`config.mk`:
```
export PLATFORM = sky130hd
export DESIGN_NAME = smac_unit
export DESIGN_NICKNAME = d
export VERILOG_FILES = /design/src/rtl/smac_pkg.sv /design/src/rtl/smac_fetch.sv /design/src/rtl/smac_acc.sv /design/src/rtl/smac_unit.sv
export SDC_FILE = /design/constraint.sdc
export NUM_CORES = 1
export LEC_CHECK = 0
export ABC_AREA = 1
export BUFFER_PORTS_ARGS = -buffer_cell sky130_fd_sc_hd__buf_2
export CAP_MARGIN = 15
export CELL_PAD_IN_SITES_DETAIL_PLACEMENT = 1
export CELL_PAD_IN_SITES_GLOBAL_PLACEMENT = 2
export CORE_MARGIN = 2
export CORE_UTILIZATION = 37
export CTS_CLUSTER_DIAMETER = 40
export DETAILED_ROUTE_END_ITERATION = 8
export PLACE_DENSITY_LB_ADDON = 0.1
export SLEW_MARGIN = 20
export SYNTH_ARGS = -nofsm -noshare
export SYNTH_HDL_FRONTEND = slang
export SYNTH_SLANG_ARGS = --single-unit
export TNS_END_PERCENT = 5
```
`constraint.sdc`:
```
create_clock -name clk -period 23.7 [get_ports clk]
set_clock_uncertainty 0.15 [all_clocks]
set_input_delay 3.555 -clock clk [delete_from_list [all_inputs] [get_ports clk]]
set_output_delay 3.555 -clock clk [all_outputs]
set_load 0.005 [all_outputs]
```
`src/rtl/smac_pkg.sv`:
```
package smac_pkg;

    localparam int OPND_W = 16;
    localparam int WORD_W = 32;

    typedef logic [OPND_W-1:0] opnd_t;
    typedef logic [WORD_W-1:0] word_t;
    typedef logic [WORD_W:0]   wide_t;

    typedef struct packed {
        word_t hi;
        word_t lo;
    } acc_t;

    typedef struct packed {
        opnd_t a;
        opnd_t b;
        logic  sat;
    } job_t;

    typedef enum logic [1:0] {
        ST_IDLE  = 2'd0,
        ST_FETCH = 2'd1,
        ST_EXEC  = 2'd2
    } fsm_e;

    localparam word_t SAT_POS = {1'b0, {(WORD_W-1){1'b1}}};
    localparam word_t SAT_NEG = {1'b1, {(WORD_W-1){1'b0}}};

    function automatic word_t sext_opnd(opnd_t v);
        return {{(WORD_W-OPND_W){v[OPND_W-1]}}, v};
    endfunction

    function automatic word_t prod_of(opnd_t a, opnd_t b);
        logic signed [WORD_W-1:0] ea;
        logic signed [WORD_W-1:0] eb;
        ea = sext_opnd(a);
        eb = sext_opnd(b);
        return word_t'(ea * eb);
    endfunction

    function automatic wide_t wide_add(word_t x, word_t y);
        return {1'b0, x} + {1'b0, y};
    endfunction

    function automatic logic add_ovf(word_t p, word_t l, word_t s);
        return (p[WORD_W-1] == l[WORD_W-1]) && (s[WORD_W-1] != p[WORD_W-1]);
    endfunction

    function automatic word_t clamp_of(word_t p);
        return p[WORD_W-1] ? SAT_NEG : SAT_POS;
    endfunction

    function automatic word_t hi_with_carry(word_t hi, word_t p, logic c);
        return hi + {WORD_W{p[WORD_W-1]}} + word_t'(c);
    endfunction

endpackage

```
`src/rtl/smac_fetch.sv`:
```
module smac_fetch
    import smac_pkg::*;
#(
    parameter int ADDR_W   = 32,
    parameter int PTR_STEP = 2
) (
    input  logic              clk,
    input  logic              rst,
    input  logic              start,
    input  logic              sat_mode,
    input  logic              ptr_ld,
    input  logic [ADDR_W-1:0] ptr_a_in,
    input  logic [ADDR_W-1:0] ptr_b_in,
    output logic              rd_req,
    output logic [ADDR_W-1:0] rd_addr,
    input  logic              rd_ack,
    input  opnd_t             rd_data,
    output logic [ADDR_W-1:0] ptr_a,
    output logic [ADDR_W-1:0] ptr_b,
    output logic              busy,
    output logic              job_vld,
    output job_t              job
);

    localparam int                NUM_PTR = 2;
    localparam logic [ADDR_W-1:0] STEP_V  = ADDR_W'(PTR_STEP);

    fsm_e              state_q;
    logic              slot_q;
    logic              mode_q;
    logic [ADDR_W-1:0] ptr_q   [NUM_PTR];
    logic [ADDR_W-1:0] ld_val  [NUM_PTR];
    opnd_t             opnd_q  [NUM_PTR];
    logic              idle;
    logic              take;

    assign idle      = (state_q == ST_IDLE);
    assign take      = (state_q == ST_FETCH) && rd_ack;
    assign ld_val[0] = ptr_a_in;
    assign ld_val[1] = ptr_b_in;

    always_ff @(posedge clk) begin
        if (rst) begin
            state_q <= ST_IDLE;
            slot_q  <= 1'b0;
            mode_q  <= 1'b0;
        end else begin
            unique case (state_q)
                ST_IDLE: begin
                    if (start) begin
                        state_q <= ST_FETCH;
                        slot_q  <= 1'b0;
                        mode_q  <= sat_mode;
                    end
                end
                ST_FETCH: begin
                    if (rd_ack) begin
                        if (slot_q) begin
                            state_q <= ST_EXEC;
                        end
                        slot_q <= ~slot_q;
                    end
                end
                ST_EXEC: begin
                    state_q <= ST_IDLE;
                end
                default: begin
                    state_q <= ST_IDLE;
                end
            endcase
        end
    end

    for (genvar gi = 0; gi < NUM_PTR; gi++) begin : g_ptr
        always_ff @(posedge clk) begin
            if (rst) begin
                ptr_q[gi]  <= '0;
                opnd_q[gi] <= '0;
            end else if (idle && ptr_ld) begin
                ptr_q[gi] <= ld_val[gi];
            end else if (take && (slot_q == 1'(gi))) begin
                opnd_q[gi] <= rd_data;
                ptr_q[gi]  <= ptr_q[gi] + STEP_V;
            end
        end
    end

    assign rd_req  = (state_q == ST_FETCH);
    assign rd_addr = ptr_q[slot_q];
    assign ptr_a   = ptr_q[0];
    assign ptr_b   = ptr_q[1];
    assign busy    = !idle;
    assign job_vld = (state_q == ST_EXEC);
    assign job     = '{a: opnd_q[0], b: opnd_q[1], sat: mode_q};

    AST_REQ_HOLD: assert property (@(posedge clk) disable iff (rst)
        (rd_req && !rd_ack) |=> (rd_req && $stable(rd_addr)));

    AST_PTR_A_STEP: assert property (@(posedge clk) disable iff (rst)
        (take && !slot_q) |=> (ptr_a == $past(ptr_a) + STEP_V));

    AST_PTR_B_STEP: assert property (@(posedge clk) disable iff (rst)
        (take && slot_q) |=> (ptr_b == $past(ptr_b) + STEP_V));

    AST_MODE_HELD: assert property (@(posedge clk) disable iff (rst)
        (busy && !job_vld) |=> $stable(job.sat));

endmodule

```
`src/rtl/smac_acc.sv`:
```
module smac_acc
    import smac_pkg::*;
(
    input  logic clk,
    input  logic rst,
    input  logic job_vld,
    input  job_t job,
    input  logic ld,
    input  acc_t ld_val,
    output acc_t acc
);

    acc_t  acc_q;
    acc_t  acc_nx;
    word_t prod;
    wide_t lo_wide;
    word_t lo_sum;
    logic  lo_carry;
    logic  ovf;

    assign prod     = prod_of(job.a, job.b);
    assign lo_wide  = wide_add(acc_q.lo, prod);
    assign lo_sum   = lo_wide[WORD_W-1:0];
    assign lo_carry = lo_wide[WORD_W];
    assign ovf      = add_ovf(prod, acc_q.lo, lo_sum);

    always_comb begin
        acc_nx = acc_q;
        if (job.sat) begin
            if (ovf) begin
                acc_nx.hi = acc_q.hi | word_t'(1);
                acc_nx.lo = clamp_of(prod);
            end else begin
                acc_nx.lo = lo_sum;
            end
        end else begin
            acc_nx.hi = hi_with_carry(acc_q.hi, prod, lo_carry);
            acc_nx.lo = lo_sum;
        end
    end

    always_ff @(posedge clk) begin
        if (rst) begin
            acc_q <= '0;
        end else if (job_vld) begin
            acc_q <= acc_nx;
        end else if (ld) begin
            acc_q <= ld_val;
        end
    end

    assign acc = acc_q;

    AST_SAT_LIMIT: assert property (@(posedge clk) disable iff (rst)
        (job_vld && job.sat && ovf) |=> (acc_q.lo == SAT_POS || acc_q.lo == SAT_NEG));

    AST_STICKY_KEEP: assert property (@(posedge clk) disable iff (rst)
        (job_vld && job.sat && acc_q.hi[0]) |=> acc_q.hi[0]);

    AST_HI_UNTOUCHED: assert property (@(posedge clk) disable iff (rst)
        (job_vld && job.sat && !ovf) |=> $stable(acc_q.hi));

    AST_ACC_IDLE: assert property (@(posedge clk) disable iff (rst)
        (!job_vld && !ld) |=> $stable(acc_q));

endmodule

```
`src/rtl/smac_unit.sv`:
```
module smac_unit
    import smac_pkg::*;
#(
    parameter int ADDR_W   = 32,
    parameter int PTR_STEP = 2
) (
    input  logic              clk,
    input  logic              rst,
    input  logic              start,
    input  logic              sat_mode,
    input  logic              ptr_ld,
    input  logic [ADDR_W-1:0] ptr_a_in,
    input  logic [ADDR_W-1:0] ptr_b_in,
    input  logic              acc_ld,
    input  logic [31:0]       acc_hi_in,
    input  logic [31:0]       acc_lo_in,
    output logic              rd_req,
    output logic [ADDR_W-1:0] rd_addr,
    input  logic              rd_ack,
    input  logic [15:0]       rd_data,
    output logic [ADDR_W-1:0] ptr_a,
    output logic [ADDR_W-1:0] ptr_b,
    output logic [31:0]       acc_hi,
    output logic [31:0]       acc_lo,
    output logic              busy,
    output logic              done
);

    logic job_vld;
    job_t job;
    acc_t acc;
    acc_t ld_val;
    logic acc_ld_go;
    logic done_q;

    assign ld_val    = '{hi: acc_hi_in, lo: acc_lo_in};
    assign acc_ld_go = acc_ld && !busy;

    smac_fetch #(
        .ADDR_W   (ADDR_W),
        .PTR_STEP (PTR_STEP)
    ) u_fetch (
        .clk      (clk),
        .rst      (rst),
        .start    (start),
        .sat_mode (sat_mode),
        .ptr_ld   (ptr_ld),
        .ptr_a_in (ptr_a_in),
        .ptr_b_in (ptr_b_in),
        .rd_req   (rd_req),
        .rd_addr  (rd_addr),
        .rd_ack   (rd_ack),
        .rd_data  (rd_data),
        .ptr_a    (ptr_a),
        .ptr_b    (ptr_b),
        .busy     (busy),
        .job_vld  (job_vld),
        .job      (job)
    );

    smac_acc u_acc (
        .clk     (clk),
        .rst     (rst),
        .job_vld (job_vld),
        .job     (job),
        .ld      (acc_ld_go),
        .ld_val  (ld_val),
        .acc     (acc)
    );

    always_ff @(posedge clk) begin
        if (rst) begin
            done_q <= 1'b0;
        end else begin
            done_q <= job_vld;
        end
    end

    assign done   = done_q;
    assign acc_hi = acc.hi;
    assign acc_lo = acc.lo;

    AST_DONE_PULSE: assert property (@(posedge clk) disable iff (rst)
        done |=> !done);

    AST_DONE_IDLE: assert property (@(posedge clk) disable iff (rst)
        done |-> !busy);

    AST_REQ_BUSY: assert property (@(posedge clk) disable iff (rst)
        rd_req |-> busy);

endmodule

```
==> results <==
- The run finished with clean final reports.
- The residual antenna-violating net count after detailed routing is 0.
- The first detailed-routing pass ran for 5 iterations.
- In this run the cell area of the synthesized design comes to 22900 um2.
- The cell row count is 91.
- The initial core utilization is 37.3%.
- Of the synthesized area, sequential elements account for 18.7%.
- The number of cells traversed by the worst hold path is 2.
- The share of total power consumed by net switching is 59.5%.
- In this run the critical register-to-register path is captured at u_acc.acc[62].
- The via count of the routed design is 20848.
- The DRC violations left is 0.
- The path with the worst hold slack has its endpoint at u_acc.acc[10].
- The number of buffer cells added on primary ports is 313.
- In this run the mean area of a mapped cell was 7.48 um2.
- The count of filler cells inserted in the layout is 7747.
- The cts-stage hold buffer count is 0.
- STA classifies the critical path startpoint as a register.
- The maximum fanout encountered on the critical timing path is 16.
- The minimum period implied by the final worst setup slack is 10.41 ns.
- In the global route stage, overall resource usage came out at 26.1%.
- The CTS sink count is 166.
- The number of max-slew violations in the final report is 0.
- The source of the worst hold timing path is u_acc.acc[10].
- The routed design has 81500 um of wire.
- Together, buffers and inverters on the worst path number 7.
- The number of H-tree levels is 4.
- The cell area after placement is 25000 um2.
- For this run, the number of Yosys warnings is 0.
- After detailed routing, the number of vias per cell comes to 5.09.
- Cell internal power was estimated by the tool at 1.48 mW.
- Leaving out fill and tap cells, the most frequent cells in the layout are 683 x sky130_fd_sc_hd__nand2_1, 640 x sky130_fd_sc_hd__inv_1, 313 x sky130_fd_sc_hd__buf_2.
- The critical path in this run is classified as register to register.
- The total negative slack is 0 ns.
- Summed over all instances, the cell type with the most area after synthesis is sky130_fd_sc_hd__fa_1.
- The most used cell along the critical path is sky130_fd_sc_hd__nand2_1.
- The analysis attributes to cell leakage a power of 13.8 nW.
- In this run the tightest slew margin relative to its limit is 26.2%.
- The global-route wire length before repair is 129000 um.
- The worst voltage drop across the vdd grid is 108 uV.
- Overall power consumption after layout is estimated at 3.65 mW.
- The initial antenna violation count is 15.
- Among cell families on the critical path, the largest total delay comes from adder cells.
- Setup repair after global routing left no endpoint under its margin.
- Across the run, the number of max-cap violations was 0.
- The power density of the placed cells is 143 nW/um2.
- The clock tree root buffer cell is sky130_fd_sc_hd__clkbuf_16.
- The switching power is 2.17 mW.
- The most common cell after layout, fill and taps aside is sky130_fd_sc_hd__nand2_1.
- The die is 253 um wide.
- The clock network power share is 8.2%.
- The worst setup path is captured at a register.
- Counting cells, the worst reg-to-reg path comes to 45.
- In the final routed layout, each cell accounts on average for 19.9 um.
- In this run, post-CTS repair resized a total of 0 instances.
- The DRC marker count from the first detailed-route iteration is 915.
- In this run the critical register-to-register path is launched from u_fetch.opnd_q[0][15].
- The delay of the slowest cell on the worst path is 0.73 ns.
- Of all flip-flops after synthesis, the portion carrying an async set or reset was 0%.
- At the worst endpoint, the required time is 23.98 ns.
- The clock passes through at most 2 buffers.
- TritonCTS built the clock tree.
- The fraction of layout cells with a size suffix above 1 is 14.7%.
- 314 I/O pins were placed.
- The floorplan step defined a die boundary enclosing 63800 um2.
- The number of global-route vias before repair is 22785.
- Ranked by total cell area, the synthesized netlist is headed by sky130_fd_sc_hd__fa_1 23%, sky130_fd_sc_hd__edfxtp_1 13%, sky130_fd_sc_hd__nand2_1 11%.
- In this run the standard cell core region covers 61400 um2.
- For this design, the slowest cell found on the critical path is sky130_fd_sc_hd__fa_1.
- The share of total power dissipated in sequential elements is 10.2%.
- For the worst setup path, the data arrival time is 10.69 ns.
- The number of nets in the final layout is 3849.
- After legalization and detailed placement, the total HPWL measured 66300 um.
- Setup violations remaining at the end of the flow were counted as 0.
- The worst register-to-register path has a setup slack of 13.29 ns.
- Entering global routing, the biggest net connects 64 pins.
- The number of nets produced by synthesis is 3620.
- Synthesis produced a netlist whose cell count is 3057.
- Counting flops with a built-in enable in the synthesized netlist gives 96.
- Yosys mapped the design onto 62 distinct sky130hd cell types.
- The total CTS buffers is 17.
- The clock network latency to the later pin of the worst-skew pair is 0.51 ns.
- The synthesized design contains 166 register bits.
- Derived from the worst setup path, the maximum achievable clock frequency is 96.1 MHz.
- Per report_power, the combinational group accounts for 81.6% of the total.
- Clock-pin slew was measured on the worst setup and hold paths at 0.08 ns.
- The number of setup buffers added after CTS is 0.
- After global routing the overflow that remains totals 0.
- The hold violation total from the final report is 0.
- The post-synthesis to final-layout area growth is 12.0%.
- The share of the synthesized area in the top cell type is 23.2%.
- The actual transition at the worst max-transition pin is 1.10 ns.
- The finished cells cover 25600 um2.
- The final clock period utilization by the worst path is 43.9%.
- The die is 253 um tall.
- The worst min-delay path class is register to register.
- The global placement routability congestion is 0.879.
- Among all flip-flop cells after synthesis, the most frequent one is sky130_fd_sc_hd__edfxtp_1.
-- worst reg2reg max path: cells and delay by family, from the launching register on --
family | cells | cell delay [ns]
AO/OA/AOI/OAI | 7 | 1.22
XOR/XNOR | 1 | 0.21
adder cells (fa/ha/maj) | 10 | 4.58
buffers and inverters | 7 | 0.59
flip-flops | 1 | 0.69
AND/OR/NAND/NOR | 20 | 2.91
-- Yosys cell counts (4+ instances only) --
cell type and number:
sky130_fd_sc_hd__nand3_1 64, sky130_fd_sc_hd__a21oi_2 25, sky130_fd_sc_hd__edfxtp_1 96, sky130_fd_sc_hd__nor2_4 5, sky130_fd_sc_hd__fa_1 265, sky130_fd_sc_hd__a21o_1 14, sky130_fd_sc_hd__clkbuf_1 106, sky130_fd_sc_hd__nand3_2 6
sky130_fd_sc_hd__a21oi_1 200, sky130_fd_sc_hd__dfxtp_1 70, sky130_fd_sc_hd__ha_1 147, sky130_fd_sc_hd__o21a_1 4, sky130_fd_sc_hd__a31oi_1 10, sky130_fd_sc_hd__nor3_2 6, sky130_fd_sc_hd__o21ai_1 8, sky130_fd_sc_hd__nor3_1 40
sky130_fd_sc_hd__o21ai_0 192, sky130_fd_sc_hd__o21bai_1 22, sky130_fd_sc_hd__nand2_1 684, sky130_fd_sc_hd__xor2_1 71, sky130_fd_sc_hd__o31ai_1 5, sky130_fd_sc_hd__nor2_1 192, sky130_fd_sc_hd__o211ai_1 4, sky130_fd_sc_hd__nor4_1 7
sky130_fd_sc_hd__or2_2 12, sky130_fd_sc_hd__xnor2_1 23, sky130_fd_sc_hd__nand2_2 33, sky130_fd_sc_hd__nor2_2 10, sky130_fd_sc_hd__inv_1 640, sky130_fd_sc_hd__nand4_1 19, sky130_fd_sc_hd__a32o_1 9, sky130_fd_sc_hd__clkinv_1 4
sky130_fd_sc_hd__a22o_1 12, sky130_fd_sc_hd__inv_2 10
-- worst max path at each step --
stage	start	end	slack [ns]	depth (start not counted)
after CTS	u_fetch.opnd_q[0][15]	u_acc.acc[58]	13.24	44
after global routing	u_fetch.opnd_q[0][15]	u_acc.acc[62]	12.38	45
after detailed placement	u_fetch.opnd_q[0][15]	u_acc.acc[58]	13.32	44
final	u_fetch.opnd_q[0][15]	u_acc.acc[62]	13.29	45
after global placement	u_fetch.opnd_q[0][15]	u_acc.acc[58]	13.36	44
after floorplan	u_fetch.opnd_q[0][7]	u_acc.acc[58]	15.02	47
-- state kept, by name (all words and copies together), names as in the netlist, named ones only --
register / flops
done: 1
u_acc.acc: 64
u_fetch.mode_q: 1
u_fetch.opnd_q: 32
u_fetch.ptr_q: 64
u_fetch.slot_q: 1
u_fetch.state_q: 2
-- kinds of logic (layout without fill, tap and decap cells) --
| group | after synthesis | count (layout) | share of synthesized area, % |
|---|---|---|---|
| buffers and inverters | 769 | 1011 | 12.8 |
| other | 0 | 5 | 0 |
| AND/OR/NAND/NOR | 1095 | 1095 | 20.5 |
| XOR/XNOR | 94 | 94 | 3.60 |
| AO/OA/AOI/OAI | 519 | 519 | 13.0 |
| multiplexers | 2 | 2 | 0.0930 |
| adder cells (fa/ha/maj) | 412 | 412 | 31.2 |
| flip-flops | 166 | 166 | 18.7 |
-- metrics by stage --
stage	std cells	hold slack [ns]	setup slack [ns]	utilization, %
final	4094	0.362	13.29	41.7
after global routing	4090	0.397	12.38	41.7
after CTS	4089	0.369	13.24	41.7
after detailed placement	4057	0.356	13.32	40.8
after global placement	4057	0.349	13.36	40.8
after floorplan	3057	0.329	15.02	-
-- power by group through the flow --
| stage | logic [mW] | registers, mW | clock network [mW] |
|---|---|---|---|
| floorplan | 2.20 | 0.355 | 0 |
| global placement | 2.95 | 0.379 | 0 |
| detailed placement | 2.98 | 0.380 | 0 |
| CTS | 3.01 | 0.374 | 0.309 |
| global route | 3.38 | 0.378 | 0.315 |
| finish | 2.98 | 0.373 | 0.300 |
-- cell type report --
cell class	count	area, um2	share of cell area (%)
Timing Repair Buffer	325	1660	6.47
Clock buffer	18	429	1.68
Tap cell	790	988	3.86
Sequential cell	166	4290	16.7
Inverter	654	2450	9.58
Multi-Input combinational cell	2122	15700	61.1
Clock inverter	14	138	0.537
Antenna cell	5	12.5	0.0488
-- layer usage --
layer | vias to the layer above | GRT usage, % | part of all wire [%]
li1 | 9948 | - | -
met1 | 10434 | 32.1 | 42
met2 | 362 | 46.3 | 51
met3 | 88 | 5.60 | 4.8
met4 | 16 | 6.04 | 1.8
met5 | - | 0 | 0.13
(Power assumes the default switching activity.)
